## src/rtl/fsr_pkg.sv

```systemverilog
package fsr_pkg;

    typedef enum logic [2:0] {
        ST_IDLE,
        ST_WR_CTRL,
        ST_WR_LOW,
        ST_WR_HIGH,
        ST_WR_MODE,
        ST_POLL,
        ST_READ
    } fsr_state_e;

    typedef enum logic [1:0] {
        FSR_OK      = 2'd0,
        FSR_BUS_ERR = 2'd1,
        FSR_TIMEOUT = 2'd2
    } fsr_status_e;

    localparam logic [7:0] FSR_ARM_VALUE = 8'h40;
    localparam logic [7:0] FSR_ALL_BITS  = 8'hFF;

    typedef struct packed {
        logic       req;
        logic       we;
        logic [1:0] target;   // 0 control, 1 low address, 2 data
        logic [7:0] wdata;
        logic [7:0] wmask;
    } fsr_op_t;

    function automatic fsr_state_e fsr_next_write(fsr_state_e s);
        case (s)
            ST_WR_CTRL: return ST_WR_LOW;
            ST_WR_LOW:  return ST_WR_HIGH;
            ST_WR_HIGH: return ST_WR_MODE;
            default:    return ST_POLL;
        endcase
    endfunction

    function automatic logic fsr_is_write(fsr_state_e s);
        return (s == ST_WR_CTRL) || (s == ST_WR_LOW) ||
               (s == ST_WR_HIGH) || (s == ST_WR_MODE);
    endfunction

endpackage

```

## src/rtl/fsr_op_gen.sv

```systemverilog
module fsr_op_gen
    import fsr_pkg::*;
#(
    parameter int         ADDR_W    = 11,
    parameter int         REG_AW    = 8,
    parameter logic [7:0] CTRL_REG  = 8'h10,
    parameter logic [7:0] LOW_REG   = 8'h11,
    parameter logic [7:0] DATA_REG  = 8'h12,
    parameter logic [7:0] HI_MASK   = 8'h07,
    parameter logic [7:0] MODE_MASK = 8'h30
) (
    input  fsr_state_e          state,
    input  logic [ADDR_W-1:0]   addr,
    output logic                req,
    output logic                we,
    output logic [REG_AW-1:0]   reg_addr,
    output logic [7:0]          wdata,
    output logic [7:0]          wmask
);
    logic [7:0] high_bits;
    fsr_op_t    op;

    generate
        if (ADDR_W > 8) begin : g_high
            localparam int HW = (ADDR_W - 8 > 8) ? 8 : ADDR_W - 8;
            assign high_bits = 8'(addr[8 +: HW]);
        end else begin : g_nohigh
            assign high_bits = 8'h00;
        end
    endgenerate

    always_comb begin
        op = '0;
        case (state)
            ST_WR_CTRL: op = '{req: 1'b1, we: 1'b1, target: 2'd0,
                               wdata: FSR_ARM_VALUE, wmask: FSR_ALL_BITS};
            ST_WR_LOW:  op = '{req: 1'b1, we: 1'b1, target: 2'd1,
                               wdata: addr[7:0], wmask: FSR_ALL_BITS};
            ST_WR_HIGH: op = '{req: 1'b1, we: 1'b1, target: 2'd0,
                               wdata: high_bits, wmask: HI_MASK};
            ST_WR_MODE: op = '{req: 1'b1, we: 1'b1, target: 2'd0,
                               wdata: 8'h00, wmask: MODE_MASK};
            ST_POLL:    op = '{req: 1'b1, we: 1'b0, target: 2'd0,
                               wdata: 8'h00, wmask: 8'h00};
            ST_READ:    op = '{req: 1'b1, we: 1'b0, target: 2'd2,
                               wdata: 8'h00, wmask: 8'h00};
            default:    op = '0;
        endcase
    end

    always_comb begin
        req   = op.req;
        we    = op.we;
        wdata = op.wdata;
        wmask = op.wmask;
        case (op.target)
            2'd1:    reg_addr = REG_AW'(LOW_REG);
            2'd2:    reg_addr = REG_AW'(DATA_REG);
            default: reg_addr = REG_AW'(CTRL_REG);
        endcase
    end

endmodule

```

## src/rtl/fsr_poll_timer.sv

```systemverilog
module fsr_poll_timer #(
    parameter int TIMEOUT_CYC = 2_500_000
) (
    input  logic clk,
    input  logic rst,
    input  logic run,
    output logic expired
);
    localparam int TW = $clog2(TIMEOUT_CYC + 1);
    localparam logic [TW-1:0] LIMIT = TW'(TIMEOUT_CYC);

    logic [TW-1:0] cnt;

    always_ff @(posedge clk) begin
        if (rst || !run) begin
            cnt <= '0;
        end else if (cnt != LIMIT) begin
            cnt <= cnt + 1'b1;
        end
    end

    assign expired = (cnt == LIMIT);

endmodule

```

## src/rtl/fsr_walker.sv

```systemverilog
module fsr_walker
    import fsr_pkg::*;
#(
    parameter int ADDR_W  = 11,
    parameter int CNT_W   = 8,
    parameter int RDY_BIT = 7
) (
    input  logic                clk,
    input  logic                rst,
    input  logic                start,
    input  logic [ADDR_W-1:0]   start_addr,
    input  logic [CNT_W-1:0]    count,
    input  logic                ack,
    input  logic                err,
    input  logic [7:0]          rdata,
    input  logic                timer_expired,
    output fsr_state_e          state,
    output logic [ADDR_W-1:0]   cur_addr,
    output logic                done,
    output fsr_status_e         status,
    output logic                byte_valid,
    output logic [7:0]          byte_data,
    output logic [ADDR_W-1:0]   byte_addr
);
    logic [CNT_W-1:0] left;
    logic             poll_ok;

    assign poll_ok = !err && rdata[RDY_BIT];

    always_ff @(posedge clk) begin
        if (rst) begin
            state      <= ST_IDLE;
            cur_addr   <= '0;
            left       <= '0;
            done       <= 1'b0;
            status     <= FSR_OK;
            byte_valid <= 1'b0;
            byte_data  <= '0;
            byte_addr  <= '0;
        end else begin
            done       <= 1'b0;
            byte_valid <= 1'b0;
            case (state)
                ST_IDLE: begin
                    if (start) begin
                        status <= FSR_OK;
                        if (count == '0) begin
                            done <= 1'b1;
                        end else begin
                            cur_addr <= start_addr;
                            left     <= count;
                            state    <= ST_WR_CTRL;
                        end
                    end
                end
                ST_POLL: begin
                    if (ack) begin
                        if (poll_ok) begin
                            state <= ST_READ;
                        end else if (timer_expired) begin
                            status <= FSR_TIMEOUT;
                            done   <= 1'b1;
                            state  <= ST_IDLE;
                        end
                    end
                end
                ST_READ: begin
                    if (ack) begin
                        if (err) begin
                            status <= FSR_BUS_ERR;
                            done   <= 1'b1;
                            state  <= ST_IDLE;
                        end else begin
                            byte_valid <= 1'b1;
                            byte_data  <= rdata;
                            byte_addr  <= cur_addr;
                            if (left == CNT_W'(1)) begin
                                done  <= 1'b1;
                                state <= ST_IDLE;
                            end else begin
                                left     <= left - 1'b1;
                                cur_addr <= cur_addr + 1'b1;
                                state    <= ST_WR_CTRL;
                            end
                        end
                    end
                end
                default: begin
                    if (fsr_is_write(state) && ack) begin
                        if (err) begin
                            status <= FSR_BUS_ERR;
                            done   <= 1'b1;
                            state  <= ST_IDLE;
                        end else begin
                            state <= fsr_next_write(state);
                        end
                    end
                end
            endcase
        end
    end

endmodule

```

## src/rtl/fuse_side_reader.sv

```systemverilog
module fuse_side_reader
    import fsr_pkg::*;
#(
    parameter int         ADDR_W      = 11,
    parameter int         CNT_W       = 8,
    parameter int         REG_AW      = 8,
    parameter logic [7:0] CTRL_REG    = 8'h10,
    parameter logic [7:0] LOW_REG     = 8'h11,
    parameter logic [7:0] DATA_REG    = 8'h12,
    parameter int         RDY_BIT     = 7,
    parameter logic [7:0] HI_MASK     = 8'h07,
    parameter logic [7:0] MODE_MASK   = 8'h30,
    parameter int         TIMEOUT_CYC = 2_500_000
) (
    input  logic                clk,
    input  logic                rst,
    input  logic                start,
    input  logic [ADDR_W-1:0]   start_addr,
    input  logic [CNT_W-1:0]    count,
    output logic                busy,
    output logic                done,
    output logic [1:0]          status,
    output logic                byte_valid,
    output logic [7:0]          byte_data,
    output logic [ADDR_W-1:0]   byte_addr,
    output logic                sb_req,
    output logic                sb_we,
    output logic [REG_AW-1:0]   sb_addr,
    output logic [7:0]          sb_wdata,
    output logic [7:0]          sb_wmask,
    input  logic                sb_ack,
    input  logic [7:0]          sb_rdata,
    input  logic                sb_err
);
    fsr_state_e        state;
    fsr_status_e       st_code;
    logic [ADDR_W-1:0] cur_addr;
    logic              expired;

    fsr_walker #(
        .ADDR_W (ADDR_W),
        .CNT_W  (CNT_W),
        .RDY_BIT(RDY_BIT)
    ) u_walk (
        .clk          (clk),
        .rst          (rst),
        .start        (start),
        .start_addr   (start_addr),
        .count        (count),
        .ack          (sb_ack),
        .err          (sb_err),
        .rdata        (sb_rdata),
        .timer_expired(expired),
        .state        (state),
        .cur_addr     (cur_addr),
        .done         (done),
        .status       (st_code),
        .byte_valid   (byte_valid),
        .byte_data    (byte_data),
        .byte_addr    (byte_addr)
    );

    fsr_poll_timer #(
        .TIMEOUT_CYC(TIMEOUT_CYC)
    ) u_timer (
        .clk    (clk),
        .rst    (rst),
        .run    (state == ST_POLL),
        .expired(expired)
    );

    fsr_op_gen #(
        .ADDR_W   (ADDR_W),
        .REG_AW   (REG_AW),
        .CTRL_REG (CTRL_REG),
        .LOW_REG  (LOW_REG),
        .DATA_REG (DATA_REG),
        .HI_MASK  (HI_MASK),
        .MODE_MASK(MODE_MASK)
    ) u_ops (
        .state   (state),
        .addr    (cur_addr),
        .req     (sb_req),
        .we      (sb_we),
        .reg_addr(sb_addr),
        .wdata   (sb_wdata),
        .wmask   (sb_wmask)
    );

    assign busy   = (state != ST_IDLE);
    assign status = st_code;

endmodule

```

## config.mk

```make
export PLATFORM = sky130hd
export DESIGN_NAME = fuse_side_reader
export DESIGN_NICKNAME = d
export VERILOG_FILES = /design/src/rtl/fsr_pkg.sv /design/src/rtl/fsr_op_gen.sv /design/src/rtl/fsr_poll_timer.sv /design/src/rtl/fsr_walker.sv /design/src/rtl/fuse_side_reader.sv
export SDC_FILE = /design/constraint.sdc
export NUM_CORES = 1
export LEC_CHECK = 0
export BUFFER_PORTS_ARGS = -buffer_cell sky130_fd_sc_hd__buf_2
export CAP_MARGIN = 20
export CORE_ASPECT_RATIO = 0.8
export CORE_MARGIN = 5
export CORE_UTILIZATION = 50
export CTS_CLUSTER_SIZE = 40
export DETAILED_ROUTE_END_ITERATION = 10
export HOLD_SLACK_MARGIN = 0.02
export PLACE_DENSITY_LB_ADDON = 0.1
export SYNTH_ARGS = -nofsm -noshare
export SYNTH_HDL_FRONTEND = slang
export SYNTH_SLANG_ARGS = --single-unit
```

## constraint.sdc

```tcl
create_clock -name clk -period 2.1 [get_ports clk]
set_clock_uncertainty 0.15 [all_clocks]
set_input_delay 0.315 -clock clk [delete_from_list [all_inputs] [get_ports clk]]
set_output_delay 0.315 -clock clk [all_outputs]
set_load 0.01 [all_outputs]
```

==> qor.txt <==
post-synthesis simple-gate area fraction: 27.06%
first-pass GRT wire length: 15.68 mm
Post-Syn Area: 3638 um2
Vias per Instance: 5.547
Max Cap Violations: 0
worst skew pair latency: 0.35 ns
die height: 86.30 um
commonest non-fill, non-tap cell in the layout: buf_2
non-filler cells, final: 632
Hold Path Origin: sb_rdata[2]
Synth area leader: dfxtp_1
WHS Endpoint: u_walk.byte_data[2]
die area: 9094 um2
adder-cell share of the synthesized area: 1.719%
DR iter-0 viols: 209
clk slew on worst S/H paths: 0.08 ns
Crit path largest cell delay: 0.45 ns
# clock sinks: 67
Worst EP arrival: 1.56 ns
share of layout cells above drive strength 1: 28.07%
Horiz. Die Dim: 105.4 um
worst-path maximum fanout: 10
hold_buf cts: 0
Mapped Cells: 453
mux contribution to synthesized area: 1.960%
ys flop type: dfxtp_1
DR pass1 iterations: 4
Final Critical Period: 2.026 ns
Final Hold Vio Count: 0
grt met3 use: 4.542%
Crit-path slowest cell: dfxtp_1
Worst Path Required: 1.63 ns
fmax: 493.5 MHz
Crit. End Element: output port
Crit path top cell by count: buf_4
Min Hold Slack: 0.04959 ns
Comb power frac: 42.1%
number of flops mapped to enable cells by yosys: 0
GPL Wtd Cong: 0.8834
status: finished, final reports clean
Finished Core Util: 63.30%
Port Buffers: 75
TNS Setup: 0 ns
vias in the first global route: 3,241
area growth from synthesis to layout: 21.66%
CP Class: flop to output port
Post-Synth XOR/XNOR Area: 5.777%
via count: 3,506
global routing's busiest layer: met2
fin crit share: 96.48%
clock buffer depth: 2
GR Util met2: 32.35%
ys async rst share: 0%
Starting Density: 52.03%
largest net degree at the start of global routing: 36
Congestion Overflow GR: 0
Avg WL per Cell: 15.18 um
commonest cells after routing, fill and taps aside: buf_2 (75), nand2_1 (71), dfxtp_1 (65)
cts bufs inserted: 9
# diodes: 0
reg2reg start: u_walk.left[1]
reg2reg setup slack: 0.12 ns
Synth Area in Compound Gates: 19.26%
max-slew violation count: 0
IO Pins: 82
fill count: 648
fin nets: 577
initial antenna violation count: 0
final setup fails: 0
Total Power: 4467 uW
Yosys warning count: 0
Yosys top cell area share: 36.86%
Detail Placement HPWL: 7.064 mm
Max VDD drop: 0.0008802 V
Cell Chain, Critical Path: buf_4 > nor2_1 > buf_4 > and3_1 > buf_2
placed instance count: 614
Sw Share: 39.05%
post-route ant nets: 0
drc violations: 0
global router's overall resource usage: 21.17%
top cells by area, synth: dfxtp_1 (37%), nand2_1 (7.3%), a21oi_1 (5.9%)
unique cell type count in the Yosys netlist: 66
worst r2r path cells: 7
Clk Tree Root Cell: clkbuf_8
Pwr Density: 1009 nW/um2
Core ar.: 6993 um2
final WL: 9.594 mm
TritonCTS clock tree: built
clock share of power: 22.1%
Min-Delay Path Class: primary input to flop
M1 GR Usage: 29.54%
net load switching power: 1745 uW
Cell Rows: 27
largest family of logic cells by synthesized area: simple AND/OR/NAND/NOR gates
worst hold stages: 3
Leak: 0.001788 uW
syn avg cell area: 8.032 um2
H-tree Lvls: 3
Internal: 2723 uW
number of synthesized register bits: 67
Sequential Power Share: 35.8%
reg2reg end: u_walk.left[0]
Worst setup SP type: flop
register area share after synthesis: 36.86%
-- power by group through the flow --
| stage | sequential [uW] | combinational (uW) | clock, uW |
|---|---|---|---|
| finish | 1600 | 1880 | 988 |
| global placement | 1610 | 1760 | 0 |
| detailed placement | 1620 | 1790 | 0 |
| floorplan | 1590 | 1320 | 0 |
| CTS | 1590 | 1800 | 1010 |
| global route | 1630 | 2050 | 1070 |
-- logic make-up after synthesis --
group           after synthesis
flops                        67
simple gates                197
mux                           7
buf+inv                      49
fa+ha+maj                     5
other cells                   2
xor+xnor                     24
compound gates              102
-- state kept, by name, indices dropped and copies added, names as in the netlist --
name               count
u_walk.done            1
u_timer.cnt           22
u_walk.left            8
u_walk.status          2
u_walk.state           3
u_walk.byte_data       8
u_walk.byte_addr      11
u_walk.byte_valid      1
u_walk.cur_addr       11
-- Yosys cell counts (3+ instances only) --
library cell,number
a211oi_1,5
a21oi_1,43
and3_1,7
buf_2,4
buf_4,11
buf_6,4
clkbuf_1,15
dfxtp_1,67
ha_1,5
inv_1,13
mux2i_1,6
nand2_1,71
nand3_1,13
nand3b_1,3
nand4_1,7
nor2_1,50
nor3_1,14
nor3b_1,4
nor4_1,4
nor4b_1,3
o21ai_0,13
o21ai_1,5
o31ai_1,4
o32ai_1,4
or3_1,3
xnor2_1,9
xor2_1,15
-- critical path: cells and delay by family, from the launching register on --
family	cells	cell delay (ns)
buf+inv	3	0.53
flops	1	0.45
simple gates	2	0.24
-- worst max path at each step --
stage          slack (ns)             from        endpoint  cells after the start
2_1_floorplan        0.18  u_walk.state[1]     sb_wmask[5]                      5
3_3_place_gp         0.08  u_walk.state[2]  u_walk.left[0]                      5
3_5_place_dp         0.03  u_walk.state[2]  u_walk.left[0]                      5
4_1_cts              0.01  u_walk.state[0]      sb_addr[1]                      3
5_1_grt            -0.002  u_walk.state[1]     sb_wdata[4]                      6
6_report             0.07  u_walk.state[0]     sb_wdata[4]                      5
-- through the flow --
step / instance area (um2) / setup WS, ns
2_1_floorplan: 3654 / 0.1805
3_3_place_gp: 4172 / 0.08437
3_5_place_dp: 4172 / 0.03469
4_1_cts: 4353 / 0.01348
5_1_grt: 4427 / -0.002491
6_report: 4427 / 0.07384
-- layer usage --
layer,vias up,share of wire (%),wire [um]
met5,-,0,0
met4,0,1.4,139
met3,13,7.1,681
met2,128,43,4143
met1,1618,48,4630
li1,1747,-,-
-- cell type report --
class	count	area, um2	share of cell area (%)
clock buffer	10	137.6	3.109
clock inverter	6	40.04	0.9045
sequential	67	1344	30.36
inverter	13	52.55	1.187
tap	87	108.9	2.459
multi-input combinational	341	2108	47.63
timing repair buffer	108	635.6	14.36
-- timing repair --
action / 4_1_cts / 5_1_grt
endpoints found under the setup margin: 1 / 25
gates resized for setup: 1 / 12
buffers inserted: 0 / 2
Note: power is estimated with default switching activity, not from simulation.
